### src/rtl/evc_pkg.sv
package evc_pkg;

  // Strobes issued by the control to the counting datapath
  typedef struct packed {
    logic hold;   // enable low: force count to zero
    logic step;   // a qualified edge was seen this cycle
    logic wrap;   // the count is at the terminal value: load zero on step
  } evc_strobe_t;

endpackage

### src/rtl/evc_ctrl.sv
module evc_ctrl
  import evc_pkg::*;
#(
  parameter int SYNC_STAGES = 2
) (
  input  logic        clk,
  input  logic        rst,
  input  logic        evtIn,
  input  logic        edgeRise,
  input  logic        enable,
  input  logic        atMatch,
  input  logic        nextHit,
  output evc_strobe_t strobe,
  output logic        irq
);

  localparam int LAST = SYNC_STAGES - 1;

  logic [SYNC_STAGES-1:0] syncQ;
  logic prevQ;
  logic sampled;
  logic riseSeen;
  logic fallSeen;
  logic validEdge;

  // Synchroniser chain, stage 0 samples the pin
  always_ff @(posedge clk) begin
    if (rst) syncQ[0] <= 1'b0;
    else     syncQ[0] <= evtIn;
  end

  genvar gi;
  generate
    for (gi = 1; gi < SYNC_STAGES; gi++) begin : g_sync
      always_ff @(posedge clk) begin
        if (rst) syncQ[gi] <= 1'b0;
        else     syncQ[gi] <= syncQ[gi-1];
      end
    end
  endgenerate

  assign sampled = syncQ[LAST];

  // Edge history
  always_ff @(posedge clk) begin
    if (rst) prevQ <= 1'b0;
    else     prevQ <= sampled;
  end

  assign riseSeen  = sampled & ~prevQ;
  assign fallSeen  = ~sampled & prevQ;
  assign validEdge = edgeRise ? riseSeen : fallSeen;

  always_comb begin
    strobe.hold = ~enable;
    strobe.step = enable & validEdge;
    strobe.wrap = atMatch;
  end

  always_ff @(posedge clk) begin
    if (rst) irq <= 1'b0;
    else     irq <= strobe.step & nextHit;
  end

  AST_IRQ_SINGLE: assert property (@(posedge clk) disable iff (rst)
    irq |=> !irq);

  AST_IRQ_NEEDS_EN: assert property (@(posedge clk) disable iff (rst)
    irq |-> $past(enable));

endmodule

### src/rtl/evc_datapath.sv
module evc_datapath
  import evc_pkg::*;
#(
  parameter int CNT_W = 8
) (
  input  logic             clk,
  input  logic             rst,
  input  evc_strobe_t      strobe,
  input  logic [CNT_W-1:0] cmpVal,
  output logic [CNT_W-1:0] count,
  output logic             atMatch,
  output logic             nextHit
);

  logic [CNT_W-1:0] nextVal;

  assign atMatch = (count == cmpVal);
  assign nextVal = strobe.wrap ? '0 : count + 1'b1;
  assign nextHit = (nextVal == cmpVal);

  always_ff @(posedge clk) begin
    if (rst)              count <= '0;
    else if (strobe.hold) count <= '0;
    else if (strobe.step) count <= nextVal;
  end

  AST_STEP_ONE: assert property (@(posedge clk) disable iff (rst)
    (count != $past(count)) |-> (count == $past(count) + 1'b1 || count == '0));

  AST_HOLD_ZERO: assert property (@(posedge clk) disable iff (rst)
    strobe.hold |=> (count == '0));

endmodule

### src/rtl/edge_event_counter.sv
module edge_event_counter
  import evc_pkg::*;
#(
  parameter int CNT_W       = 8,
  parameter int SYNC_STAGES = 2
) (
  input  logic             clk,
  input  logic             rst,
  input  logic             evtPin,
  input  logic             edgeRise,
  input  logic             countEn,
  input  logic [CNT_W-1:0] cmpVal,
  output logic [CNT_W-1:0] count,
  output logic             irq
);

  evc_strobe_t strobe;
  logic atMatch;
  logic nextHit;

  evc_ctrl #(.SYNC_STAGES(SYNC_STAGES)) u_ctrl (
    .clk      (clk),
    .rst      (rst),
    .evtIn    (evtPin),
    .edgeRise (edgeRise),
    .enable   (countEn),
    .atMatch  (atMatch),
    .nextHit  (nextHit),
    .strobe   (strobe),
    .irq      (irq)
  );

  evc_datapath #(.CNT_W(CNT_W)) u_dp (
    .clk     (clk),
    .rst     (rst),
    .strobe  (strobe),
    .cmpVal  (cmpVal),
    .count   (count),
    .atMatch (atMatch),
    .nextHit (nextHit)
  );

  AST_IRQ_AT_MATCH: assert property (@(posedge clk) disable iff (rst)
    irq |-> (count == $past(cmpVal)));

endmodule

### config.mk
export PLATFORM = sky130hd
export DESIGN_NAME = edge_event_counter
export DESIGN_NICKNAME = d
export VERILOG_FILES = /design/src/rtl/evc_pkg.sv /design/src/rtl/evc_ctrl.sv /design/src/rtl/evc_datapath.sv /design/src/rtl/edge_event_counter.sv
export SDC_FILE = /design/constraint.sdc
export NUM_CORES = 1
export LEC_CHECK = 0
export BUFFER_PORTS_ARGS = -buffer_cell sky130_fd_sc_hd__buf_2
export CAP_MARGIN = 20
export CELL_PAD_IN_SITES_DETAIL_PLACEMENT = 0
export CELL_PAD_IN_SITES_GLOBAL_PLACEMENT = 1
export CORE_ASPECT_RATIO = 1.25
export CORE_MARGIN = 1.5
export CORE_UTILIZATION = 40
export DETAILED_ROUTE_END_ITERATION = 16
export PLACE_DENSITY = 0.82
export SLEW_MARGIN = 20
export SYNTH_ARGS = -nofsm -noshare
export SYNTH_HDL_FRONTEND = slang
export SYNTH_HIERARCHICAL = 1
export SYNTH_SLANG_ARGS = --single-unit
### constraint.sdc
create_clock -name clk -period 4.7 [get_ports clk]
set_input_delay 0.705 -clock clk [delete_from_list [all_inputs] [get_ports clk]]
set_output_delay 0.705 -clock clk [all_outputs]
set_load 0.05 [all_outputs]
==> results.cfg <==
[outcome]
status = completed

[hold_path]
holdPathEnd = u_ctrl/sampled
holdPathStages = 1
hp-class = flip-flop to flip-flop
worstHoldStart = u_ctrl/syncQ[0]

[floorplanning]
fp.dieW_um = 45.36
coreArea_um2 = 2163
num_rows = 19
io_pins = 22
dieArea_um2 = 2538
start_util_pct = 41.47
die_h_um = 55.95

[synthesis]
ys_types = 34
syn_area_per_cell_um2 = 8.082
synth_ff_type = dfxtp_1
syn_area_um2 = 897.1
synth_area_leader_cell = dfxtp_1
synth_async_sr_flop_share_pct = 0
post-synth-top-area-fraction_pct = 26.78
yosysSeqAreaShare_pct = 26.78
synth_nets = 125
synth_edf_count = 0
yosys_warnings = 6
ys_seq_elements = 12
synth_cells = 111
synthTopCellsByArea = dfxtp_1 (27%), xnor2_1 (11%), nor2_1 (5.4%), a21bo_2 (4.5%), a21oi_1 (4.5%)

[critical_path]
cpMaxStageDelayCell = nor2_1
path_cells = buf_2 -> xnor2_1 -> nand4_1 -> nor2_1 -> inv_1 -> nor3_1 -> a21oi_1 -> a2111o_1 -> nor4_1 -> nand2b_1 -> a21oi_1
worst_ep_required_time_ns = 4.90
cp-end-kind = flip-flop
crit_top_cell = a21oi_1
ff2ff_path_depth = 10
worst-setup-path-type = primary input to flip-flop
startpoint_type = primary input
r2r_slack_ns = 1.64
path_max_fanout = 15
cp.arrival_ns = 3.32
cpPeakStageDelay_ns = 0.68
reg2reg_from = u_dp/count[6]
reg2reg_to = u_ctrl/irq

[timing]
tns_ns = 0
worst_slew_pin_slew_ns = 0.8680
max_slew_margin_pct = 41.92
worst_clock_skew_ns = 0.001299
rsz0062_at_grt = false
fmax_mhz = 320.2
fin_ws_ns = 1.577
period_share_pct = 66.44
hold_viol = 0
drv_slew = 0
setup_violations = 0
min_period_ns = 3.123

[clock_network]
clkSinkCount = 12
clk_path_buf_depth = 2
post_cts_buffers = 0
numCtsBuffers = 3
ctsResizeCount = 0
clkTransAtPathRegs_ns = 0.07
cts_tree = built
hold_buffers = 0
clock_latency_ns = 0.26
cts-htree-levels = 1
cts_root_buffer = clkbuf_4

[route]
drtIter0Drc = 16
ant_nets = 0
routed_wl_mm = 1.933
viasPerCell = 5.106
first_pass_iters = 4
drc_errors = 0
vias = 817
routedWlPerCell_um = 12.08

[global_route]
grt_max_degree = 16
grt_first_pass_wirelength_mm = 3.187
grt_usage_pct = 16.54
grt_pass1_vias = 783
grt-ovfl-total = 0
antenna_found_initial = 0

[placed_design]
placedCellCount = 156
dp_slack_ns = 1.346
portBuffers = 21
hpwl_mm = 1.522
gp_congestion = 0.8338
place_area_um2 = 999.7

[finish]
area_growth_pct = 15.48
final_area_um2 = 1036
nets = 144
drive_above_1_share_pct = 24.81
layout.cells.non_filler = 160
n_fill_cell = 215
diodes = 0

[power_and_ir_drop]
ir_worst_vdd_mv = 0.1893
p_leak_nw = 0.4043
p_per_area_nw_per_um2 = 196.7

[run]
cap_violations = 0
## power breakdown
group / internal [W] / switching (W) / total, W
registers: 0.000103 / 0.000000619 / 0.000103
logic: 0.0000108 / 0.0000106 / 0.0000214
clock network: 0.0000470 / 0.0000320 / 0.0000790
total: 0.000160 / 0.0000433 / 0.000204
## metal layers
layer	wire, µm	track usage (%)	share of wire [%]
met5	0	0	0
met4	13	7.563	0.67
met3	54	0.9740	2.8
met2	982	27.35	51
met1	883	21.22	46
## placed cells by master (no fill, tap or decap), drive strengths merged, types with 2 or more instances in the layout
master  count
clkbuf      4
nand2b      3
a31oi       3
nor2b       6
a2111o      2
a21oi       8
nor3        7
nand3       2
inv         2
nand4       4
mux2i       4
a21bo       4
dfxtp      12
nand4b      2
buf        21
o21ai       2
nand2       3
nor2       13
xnor2      11
o21a        2
xor2        3
## worst max-delay path, delay by kind of cell
kind / cells / cell delay, ns
and+or+nand+nor: 5 / 1.49
AOI/OAI and AO/OA: 3 / 0.48
buffers and inverters: 2 / 0.43
xor gates and xnor gates: 1 / 0.22
## registers in the layout (all words and copies together), names as in the netlist
register / cells
u_ctrl/prevQ: 1
u_dp/count: 8
u_ctrl/irq: 1
u_ctrl/syncQ: 1
u_ctrl/sampled: 1
## area by class of cell
| cell class | instances | area (µm²) | share of cell area (%) |
|---|---|---|---|
| multi-input combinational | 90 | 608.1 | 58.70 |
| sequential | 12 | 240.2 | 23.19 |
| clock buffer | 4 | 36.28 | 3.502 |
| inverter | 2 | 7.507 | 0.7246 |
| tap | 31 | 38.79 | 3.744 |
| timing repair buffer | 21 | 105.1 | 10.14 |
## worst max path at each step
stage / end / startpoint / depth (start not counted)
finish: u_ctrl/irq / cmpVal[2] / 11
global route: u_ctrl/irq / cmpVal[2] / 11
CTS: u_ctrl/irq / cmpVal[2] / 11
detailed placement: u_ctrl/irq / cmpVal[2] / 11
global placement: u_ctrl/irq / cmpVal[6] / 11
floorplan: u_ctrl/irq / u_dp/count[6] / 11
## cell usage after synthesis, types with 2 or more instances
| master | n |
|---|---|
| xnor2_1 | 11 |
| dfxtp_1 | 12 |
| mux2i_1 | 4 |
| a21bo_2 | 4 |
| a21oi_1 | 8 |
| clkbuf_1 | 4 |
| xor2_1 | 3 |
| o21ai_0 | 2 |
| nor2_1 | 13 |
| o21a_1 | 2 |
| nand2b_1 | 3 |
| buf_4 | 2 |
| nand4b_1 | 2 |
| nand2_1 | 2 |
| a2111o_1 | 2 |
| nand3_1 | 2 |
| nor2b_1 | 6 |
| a31oi_1 | 3 |
| inv_1 | 2 |
| nand4_1 | 4 |
| nor3_1 | 7 |
## stage by stage
| step | hold WS (ns) | utilization (%) | power (W) |
|---|---|---|---|
| finish | 0.4553 | 47.89 | 0.0002038 |
| global route | 0.4786 | 47.89 | 0.0002149 |
| CTS | 0.4598 | 47.89 | 0.0002077 |
| detailed placement | 0.4339 | 46.21 | 0.0001271 |
| global placement | 0.4370 | 46.21 | 0.0001268 |
| floorplan | 0.4138 | - | 0.0001174 |
## logic make-up after synthesis
group	share of synthesized area [%]
AO/OA/AOI/OAI	17.16
XOR/XNOR	13.67
adder cells (fa/ha/maj)	1.394
buffers and inverters	5.439
flip-flops	26.78
multiplexers	4.463
AND/OR/NAND/NOR	31.11
Note: power is estimated with default switching activity, not from simulation.
